### config.mk
export PLATFORM = sky130hd
export DESIGN_NAME = cc_channel
export DESIGN_NICKNAME = d
export VERILOG_FILES = /design/src/rtl/cc_pkg.sv /design/src/rtl/cc_in_filter.sv /design/src/rtl/cc_oc_wave.sv /design/src/rtl/cc_channel.sv
export SDC_FILE = /design/constraint.sdc
export NUM_CORES = 1
export LEC_CHECK = 0
export BUFFER_PORTS_ARGS = -buffer_cell sky130_fd_sc_hd__buf_2
export CELL_PAD_IN_SITES_DETAIL_PLACEMENT = 0
export CELL_PAD_IN_SITES_GLOBAL_PLACEMENT = 2
export CORE_AREA = 3 3 72 141
export CTS_BUF_LIST = sky130_fd_sc_hd__clkbuf_8
export CTS_CLUSTER_DIAMETER = 120
export DETAILED_ROUTE_END_ITERATION = 7
export DIE_AREA = 0 0 75 144
export GPL_TIMING_DRIVEN = 0
export PLACE_DENSITY = 0.95
export SLEW_MARGIN = 25
export SYNTH_ARGS = -nofsm -noshare
export SYNTH_HDL_FRONTEND = slang
export SYNTH_SLANG_ARGS = --single-unit
### constraint.sdc
create_clock -name clk -period 5 [get_ports clk]
set_clock_uncertainty 0.1 [all_clocks]
set_input_delay 0.25 -clock clk [delete_from_list [all_inputs] [get_ports clk]]
set_output_delay 0.25 -clock clk [all_outputs]
set_load 0.02 [all_outputs]
### src/rtl/cc_pkg.sv
package cc_pkg;

    typedef enum logic [2:0] {
        OC_HOLD       = 3'd0,
        OC_SET_MATCH  = 3'd1,
        OC_CLR_MATCH  = 3'd2,
        OC_TGL_MATCH  = 3'd3,
        OC_FORCE_OFF  = 3'd4,
        OC_FORCE_ON   = 3'd5,
        OC_PWM_BELOW  = 3'd6,
        OC_PWM_ABOVE  = 3'd7
    } oc_mode_e;

    typedef enum logic [1:0] {
        EDGE_RISE  = 2'd0,
        EDGE_FALL  = 2'd1,
        EDGE_ANY   = 2'd2,
        EDGE_ANY2  = 2'd3
    } edge_sel_e;

    localparam int NFLAG = 3;

    typedef struct packed {
        logic match;
        logic ovc;
        logic cap;
    } flags_t;

    function automatic logic edge_hit(input edge_sel_e sel, input logic rise, input logic fall);
        case (sel)
            EDGE_RISE: edge_hit = rise;
            EDGE_FALL: edge_hit = fall;
            default:   edge_hit = rise | fall;
        endcase
    endfunction

endpackage

### src/rtl/cc_in_filter.sv
module cc_in_filter #(
    parameter int FILT_W = 8
) (
    input  logic              clk,
    input  logic              rst,
    input  logic              raw_i,
    input  logic [FILT_W-1:0] len_i,
    output logic              rise_o,
    output logic              fall_o
);
    logic              smp_q, lvl_q, prv_q;
    logic [FILT_W-1:0] run_q;
    logic [FILT_W:0]   run_nx;

    assign run_nx = {1'b0, run_q} + 1'b1;

    always_ff @(posedge clk) begin
        if (rst) begin
            smp_q <= 1'b0;
            lvl_q <= 1'b0;
            prv_q <= 1'b0;
            run_q <= '0;
        end else begin
            smp_q <= raw_i;
            prv_q <= lvl_q;
            if (smp_q == lvl_q) begin
                run_q <= '0;
            end else if (run_nx >= {1'b0, len_i}) begin
                lvl_q <= smp_q;
                run_q <= '0;
            end else begin
                run_q <= run_nx[FILT_W-1:0];
            end
        end
    end

    assign rise_o = lvl_q & ~prv_q;
    assign fall_o = ~lvl_q & prv_q;

    // the filtered level only ever moves to the previous sample value
    p_level_from_sample_r5: assert property (@(posedge clk) disable iff (rst)
        !$stable(lvl_q) |-> lvl_q == $past(smp_q));

endmodule

### src/rtl/cc_oc_wave.sv
module cc_oc_wave #(
    parameter int CNT_W = 16
) (
    input  logic             clk,
    input  logic             rst,
    input  logic             cmp_i,
    input  cc_pkg::oc_mode_e mode_i,
    input  logic             match_i,
    input  logic [CNT_W-1:0] cnt_i,
    input  logic [CNT_W-1:0] cmpv_i,
    input  logic             pol_i,
    output logic             oc_o
);
    import cc_pkg::*;

    logic ref_q, ref_d;

    always_comb begin
        ref_d = ref_q;
        if (!cmp_i) begin
            ref_d = 1'b0;
        end else begin
            case (mode_i)
                OC_HOLD:      ref_d = ref_q;
                OC_SET_MATCH: if (match_i) ref_d = 1'b1;
                OC_CLR_MATCH: if (match_i) ref_d = 1'b0;
                OC_TGL_MATCH: if (match_i) ref_d = ~ref_q;
                OC_FORCE_OFF: ref_d = 1'b0;
                OC_FORCE_ON:  ref_d = 1'b1;
                OC_PWM_BELOW: ref_d = (cnt_i < cmpv_i);
                OC_PWM_ABOVE: ref_d = (cnt_i >= cmpv_i);
                default:      ref_d = ref_q;
            endcase
        end
    end

    always_ff @(posedge clk) begin
        if (rst) ref_q <= 1'b0;
        else     ref_q <= ref_d;
    end

    assign oc_o = cmp_i ? (ref_q ^ pol_i) : pol_i;

    // forced-active mode leaves the reference active on the next edge
    p_force_on_r7: assert property (@(posedge clk) disable iff (rst)
        (cmp_i && mode_i == OC_FORCE_ON) |=> ref_q);

endmodule

### src/rtl/cc_channel.sv
module cc_channel #(
    parameter int CNT_W  = 16,
    parameter int NSRC   = 8,
    parameter int FILT_W = 8,
    localparam int SEL_W = (NSRC > 1) ? $clog2(NSRC) : 1
) (
    input  logic                     clk,
    input  logic                     rst,
    input  logic [CNT_W-1:0]         cnt_i,
    input  logic                     ovf_upd_i,
    input  logic [NSRC-1:0]          src_i,
    input  logic                     sw_gen_i,
    input  logic                     chan_en_i,
    input  logic                     cap_mode_i,
    input  logic [SEL_W-1:0]         src_sel_i,
    input  logic [1:0]               edge_sel_i,
    input  logic [FILT_W-1:0]        filt_len_i,
    input  logic [2:0]               oc_mode_i,
    input  logic                     oc_pol_i,
    input  logic                     preload_en_i,
    input  logic                     ccr_wr_i,
    input  logic [CNT_W-1:0]         ccr_wdata_i,
    input  logic [cc_pkg::NFLAG-1:0] flag_clr_i,
    input  logic [cc_pkg::NFLAG-1:0] irq_en_i,
    output logic                     oc_o,
    output logic [CNT_W-1:0]         ccr_o,
    output logic [cc_pkg::NFLAG-1:0] flags_o,
    output logic                     irq_o
);
    import cc_pkg::*;

    logic             raw_sel, rise, fall;
    logic             cap_ev, cmp_on, match, load_ev;
    logic [CNT_W-1:0] ccr_q, shd_q;
    flags_t           flg_q, clr;

    assign raw_sel = src_i[src_sel_i];

    cc_in_filter #(.FILT_W(FILT_W)) u_filt (
        .clk    (clk),
        .rst    (rst),
        .raw_i  (raw_sel),
        .len_i  (filt_len_i),
        .rise_o (rise),
        .fall_o (fall)
    );

    assign cap_ev  = chan_en_i & cap_mode_i &
                     (edge_hit(edge_sel_e'(edge_sel_i), rise, fall) | sw_gen_i);
    assign cmp_on  = chan_en_i & ~cap_mode_i;
    assign match   = cmp_on & (cnt_i == ccr_q);
    assign load_ev = cmp_on & preload_en_i & (ovf_upd_i | match | sw_gen_i);

    always_ff @(posedge clk) begin
        if (rst) begin
            ccr_q <= '0;
            shd_q <= '0;
        end else begin
            if (cap_ev)
                ccr_q <= cnt_i;
            else if (!cap_mode_i && ccr_wr_i && !preload_en_i)
                ccr_q <= ccr_wdata_i;
            else if (load_ev)
                ccr_q <= shd_q;
            if (!cap_mode_i && ccr_wr_i)
                shd_q <= ccr_wdata_i;
        end
    end

    assign clr = flags_t'(flag_clr_i);

    always_ff @(posedge clk) begin
        if (rst) begin
            flg_q <= '0;
        end else begin
            flg_q.cap   <= (flg_q.cap & ~clr.cap) | cap_ev;
            flg_q.ovc   <= (flg_q.ovc & ~clr.ovc) | (cap_ev & flg_q.cap);
            flg_q.match <= (flg_q.match & ~clr.match) | match | (cmp_on & sw_gen_i);
        end
    end

    cc_oc_wave #(.CNT_W(CNT_W)) u_wave (
        .clk     (clk),
        .rst     (rst),
        .cmp_i   (cmp_on),
        .mode_i  (oc_mode_e'(oc_mode_i)),
        .match_i (match),
        .cnt_i   (cnt_i),
        .cmpv_i  (ccr_q),
        .pol_i   (oc_pol_i),
        .oc_o    (oc_o)
    );

    assign ccr_o   = ccr_q;
    assign flags_o = flg_q;
    assign irq_o   = |(flg_q & irq_en_i);

    // every capture event leaves the capture flag set
    p_cap_flag_r3: assert property (@(posedge clk) disable iff (rst)
        cap_ev |=> flags_o[0]);

    // capturing over an unacknowledged capture raises over-capture
    p_over_capture_r6: assert property (@(posedge clk) disable iff (rst)
        (cap_ev && flags_o[0]) |=> flags_o[1]);

    // direct write lands on the next edge when preload is off
    p_direct_write_r9: assert property (@(posedge clk) disable iff (rst)
        (!cap_mode_i && ccr_wr_i && !preload_en_i) |=> ccr_o == $past(ccr_wdata_i));

    // with preload on, a write without a transfer event leaves the active value alone
    p_preload_hold_r10: assert property (@(posedge clk) disable iff (rst)
        (!cap_mode_i && preload_en_i && !load_ev) |=> $stable(ccr_o));

endmodule

# Word level (Yosys, flattened, before mapping)
# Index checks and enable logic that the tools add are counted.
dict set report totals {
  register_bits 47
  inputBits 71
  out_inout_bits 21
  wordCells 84
}
dict set report op_classes {
  n_addsub 1
  n_lt_le_gt_ge 4
  eq_ne 13
  muxes 11
  bitwise_logic 33
  n_reduce_logical 12
}
# cell n
set ops {}
lappend ops {{two-way mux 16 bit} 3}
lappend ops {{== test 16 bit} 1}
lappend ops {{greater-or-equal comparator 16 bit} 1}
lappend ops {{less-than comparator 16 bit} 1}
lappend ops {{AND 1 bit} 13}
lappend ops {{== test 3 bit, second input constant} 4}
lappend ops {{NOT 1 bit} 10}
lappend ops {{adder 8 x 1 -> 9 bit, second input constant} 1}
lappend ops {{greater-or-equal comparator 9 x 8 -> 1 bit} 1}
lappend ops {{bitwise OR 1 bit} 8}
lappend ops {{case mux 1 bit (7 select lines)} 1}
lappend ops {{== test 3 x 2 -> 1 bit, second input constant} 2}
lappend ops {{inequality test 2 bit, second input constant} 3}
lappend ops {{OR reduction 3 bit} 2}
lappend ops {{two-way mux 1 bit} 5}
lappend ops {{less-than comparator 3 x 4 -> 1 bit, second input constant} 1}
lappend ops {{AND reduction 4 bit} 1}
lappend ops {{AND 3 bit} 1}
lappend ops {{binary-select mux 1 bit (select 3 bit)} 1}
lappend ops {{== test 3 x 1 -> 1 bit, second input constant} 1}
lappend ops {{logical NOT 3 bit} 1}
lappend ops {{nonzero test 3 bit} 1}
lappend ops {{== test 2 x 1 -> 1 bit, second input constant} 1}
lappend ops {{logical AND 1 bit} 2}
lappend ops {{7 further kinds} 8}

# Depth between registers and ports, before layout
dict set report depth {
  word_depth 9
  depth_mapped 9
  ltp_nobuf 9
}

# Cells and area by module
# Synthesis repeated with hierarchy kept, for this count alone.
dict set report hier_totals {
  cells_unflattened 397
  area_unflattened_um2 3219.3
}
# module n_inst cells_per_inst area_each_um2 seq_area_each_um2
set by_module_without_submodules {}
lappend by_module_without_submodules {cc_channel 1 253 2037.0 700.7}
lappend by_module_without_submodules {cc_in_filter 1 72 655.6 220.2}
lappend by_module_without_submodules {cc_oc_wave 1 72 526.8 20.0}

# Least setup slack after synthesis
# OpenSTA, ideal clock, no wires.
dict set report synth_path {
  path_kind {register to register}
  start {reg u_filt.run_q[0]}
  end {reg u_filt.lvl_q}
  setup_ns 0.123
  arrival_time_ns 2.054
  required_time_ns 4.777
  slack_ns 2.723
  path_stages_with_launch 10
  path_buffers 0
  period_less_slack_ns 2.277
  cell_sequence {dfxtp_1 > ha_1 > nand3_1 > xnor2_1 > ha_1 > a21o_1 > a21o_1 > a21oi_1 > o221ai_2 > mux2_1}
}
dict set report synth_via {
  elab_chain_len 3
}
# element line
set synth_lines {}
lappend synth_lines {{start: declaration} cc_in_filter.sv:12} ;# logic [FILT_W-1:0] run_q;
lappend synth_lines {{start signal: assignment} cc_in_filter.sv:32} ;# run_q <= run_nx[FILT_W-1:0];
lappend synth_lines {{adder 8 x 1 -> 9 bit} cc_in_filter.sv:15} ;# assign run_nx = {1'b0, run_q} + 1'b1;
lappend synth_lines {{named net u_filt.run_nx[4]} cc_in_filter.sv:13} ;# logic [FILT_W:0] run_nx;
lappend synth_lines {{greater-or-equal comparator 9 x 8 -> 1 bit} cc_in_filter.sv:28} ;# end else if (run_nx >= {1'b0, len_i}) begin
lappend synth_lines {{AND reduction 2 bit (no source line)} -}
lappend synth_lines {{end signal: assignment} cc_in_filter.sv:29} ;# lvl_q <= smp_q;
lappend synth_lines {{end: declaration} cc_in_filter.sv:11} ;# logic smp_q, lvl_q, prv_q;
# The timed path passes the listed nets, and every way through them passes these cells.
# A chain may end at the register's enable or synchronous reset.

# Final worst setup path
# Same ends and word-level chain as after synthesis.

==> results.cfg <==
[outcome]
status = finished clean

[min_path]
hold_path.class = input pin to flop

[critical_path]
arrival_ns = 2.62
crit_path_end = u_filt.lvl_q$_SDFFE_PP0P_
critPathCaptureType = flop
required_ns = 5.10
ff2ff_path_depth = 9
timing.rr.end = u_filt.lvl_q$_SDFFE_PP0P_
crit_fanout = 9
reg2reg_from = u_filt.run_q[0]$_SDFF_PP0_
reg2reg_setup_slack_ns = 2.48
critPathKind = flop to flop
crit_start = u_filt.run_q[0]$_SDFF_PP0_
cp-start-kind = flop

[synthesis]
synth_top_family_by_area = simple AND/OR/NAND/NOR gates
synth_compound_area_share_pct = 16.54
yosys.area_share.simple_pct = 17.54
yosysSeqAreaShare_pct = 31.41
yosys-top-cells-area = dfxtp_1 31%, ha_1 11%, a21oi_1 7.4%
synth_area_leader_cell = dfxtp_1
async_reset_ff_share_pct = 0
synthCells = 344
synth_seq_cells = 47
syn-mean-instance-area_sq_um = 8.707
synth_cell_type_count = 42
synth_most_common_cell = dfxtp_1
synth.area.mux_share_pct = 13.91
synth-adder-area-share_pct = 11.28
synthXorXnorAreaFrac_pct = 2.339
synth_edf_count = 0
synth_area_sq_um = 2995
synth_common_cells = 47 x dfxtp_1, 44 x a21oi_1, 40 x nand2_1
syn_nets = 442
yosys_most_used_dff = dfxtp_1
synth_top_area_share_pct = 31.41
synth_warnings = 0

[sta]
tightest_slew_ns = 0.5491
tns_ns = 0
fin_crit_sh_pct = 50.37
hold_violations = 0
rsz0062_at_grt = no
max_freq_mhz = 397.1
fin_ws_ns = 2.482
maxSlewHeadroom_pct = 63.39
finalSetupViolations = 0
drv_slew = 0
min_period_ns = 2.518
holdWs_ns = 0.06466

[route]
drc = 0
drtAntennaViolNets = 0
dr.pass1.iters = 4
vias = 2745
drt_wl_total_um = 8391
drtIter0Drc = 50
avgRoutedWirePerCell_um = 15.40
vias_per_cell = 5.037

[clocking]
cts-resized-gates = 0
clockBufferDepth = 2
cts_tree = built
hold_buffers = 0
clock_sinks = 47
cts_made_buffers = 5
htree_levels = 2
clkTransAtPathRegs_ns = 0.10
clock_latency_ns = 0.32
post-cts-setup-buffers = 0
cts-root-buf = clkbuf_8

[floorplanning]
rows = 49
die_x_um = 75
coreArea_sq_um = 9135
num_io_pins = 92
start_util_pct = 32.79
fp.dieH_um = 144
dieArea_sq_um = 10800

[layout]
fin_nets = 540
drive_gt1_share_pct = 27.09
n_antenna_cell = 0
areaGrowthSynthToFinish_pct = 23.31
fin_cells = 545
num-fill-cells = 938
finish.instance_area_sq_um = 3694
utilization_pct = 40.43

[power_and_ir_drop]
cellLeakagePower_nw = 1.660
clkPwrFrac_pct = 33.5
pwr-share-comb_pct = 20.6
vdd_drop_max_mv = 0.1760
total_power_mw = 0.8676
power_density_nw_per_um2 = 234.9
intPower_mw = 0.6182
netSwitchingFraction_pct = 28.74
pwr-share-seq_pct = 45.9
p_sw_mw = 0.2493

[placed_design]
post-place-ws_ns = 2.454
gp_congestion = 0.7742
numPlacedInstances = 537
dp_hpwl_um = 7100
portBuffers = 91
placed_area_sq_um = 3578

[global_route]
antenna_found_initial = 0
overflow = 0
grt_util_all_layers_pct = 15.88
grt_pass1_vias = 2740
grt_pass1_wl_um = 12820
grt_max_degree = 17

[job]
maxCapViolations = 0
power by group through the flow:
stage / sequential, mW / clock [mW] / combinational, mW
CTS: 0.398 / 0.302 / 0.181
floorplan: 0.412 / 0 / 0.100
global route: 0.400 / 0.309 / 0.199
finish: 0.398 / 0.291 / 0.179
detailed placement: 0.407 / 0 / 0.180
global placement: 0.406 / 0 / 0.176
worst min path at each step:
stage,start,endpoint,slack (ns),depth (start not counted)
2_1_floorplan,oc_mode_i[2],u_wave.ref_q$_SDFFE_PP0P_,0.25,1
3_3_place_gp,shd_q[1]$_SDFFE_PP0P_,shd_q[1]$_SDFFE_PP0P_,0.34,2
3_5_place_dp,shd_q[4]$_SDFFE_PP0P_,shd_q[4]$_SDFFE_PP0P_,0.34,2
4_1_cts,ccr_wdata_i[0],shd_q[0]$_SDFFE_PP0P_,0.06,3
5_1_grt,ccr_wdata_i[3],shd_q[3]$_SDFFE_PP0P_,0.07,3
6_report,ccr_wdata_i[0],shd_q[0]$_SDFFE_PP0P_,0.06,3
cell usage in the layout, fill, tap and decap left out, drive strengths merged, types with 2 or more instances in the layout:
cell    instances
nand4           4
or3             2
ha             27
xor2            4
o21ai           2
mux4            2
nor3            2
a21o           20
nor2b           6
a21oi          44
nand3          22
nand2          40
inv            33
mux2           17
clkbuf         17
nand2b          3
o311ai          2
mux2i          18
nor3b           7
buf            96
dfxtp          47
nor4            2
xnor2           4
nor2            9
metal layers:
layer,part of all wire (%),track usage (%),vias up,routed length (um)
li1,-,-,1403,-
met1,35,15.12,1265,2945
met2,58,31.55,59,4906
met3,3.5,2.296,18,294
met4,2.9,6.848,0,245
met5,0,0,-,0
kinds of logic after synthesis:
logic type	Yosys count
AND/OR/NAND/NOR	99
AO/OA/AOI/OAI	77
buffers and inverters	49
flip-flops	47
multiplexers	37
adder cells (fa/ha/maj)	27
XOR/XNOR	8
critical path: stages (launching register included):
cell	delay, ns
dfxtp_1	0.39
ha_1	0.21
nand3_1	0.13
xnor2_1	0.20
ha_1	0.28
a21o_1	0.17
a21o_1	0.17
a21oi_1	0.18
o221ai_2	0.23
mux2_1	0.36
final cells by class:
class | instances | area [sq um] | share of cell area (%)
timing repair buffer | 91 | 455.4 | 12.33
inverter | 32 | 120.1 | 3.252
buffer | 17 | 88.84 | 2.405
multi-input combinational | 248 | 1846 | 49.97
sequential | 47 | 940.9 | 25.47
clock inverter | 3 | 46.29 | 1.253
tap | 102 | 127.6 | 3.455
clock buffer | 5 | 68.82 | 1.863
state kept, by name, summed over array words and instances (netlist names):
name / count
u_filt.prv_q: 1
u_filt.smp_q: 1
u_wave.ref_q: 1
ccr_o: 16
flags_o: 3
u_filt.run_q: 8
u_filt.lvl_q: 1
shd_q: 16
Note: power is estimated with default switching activity, not from simulation.
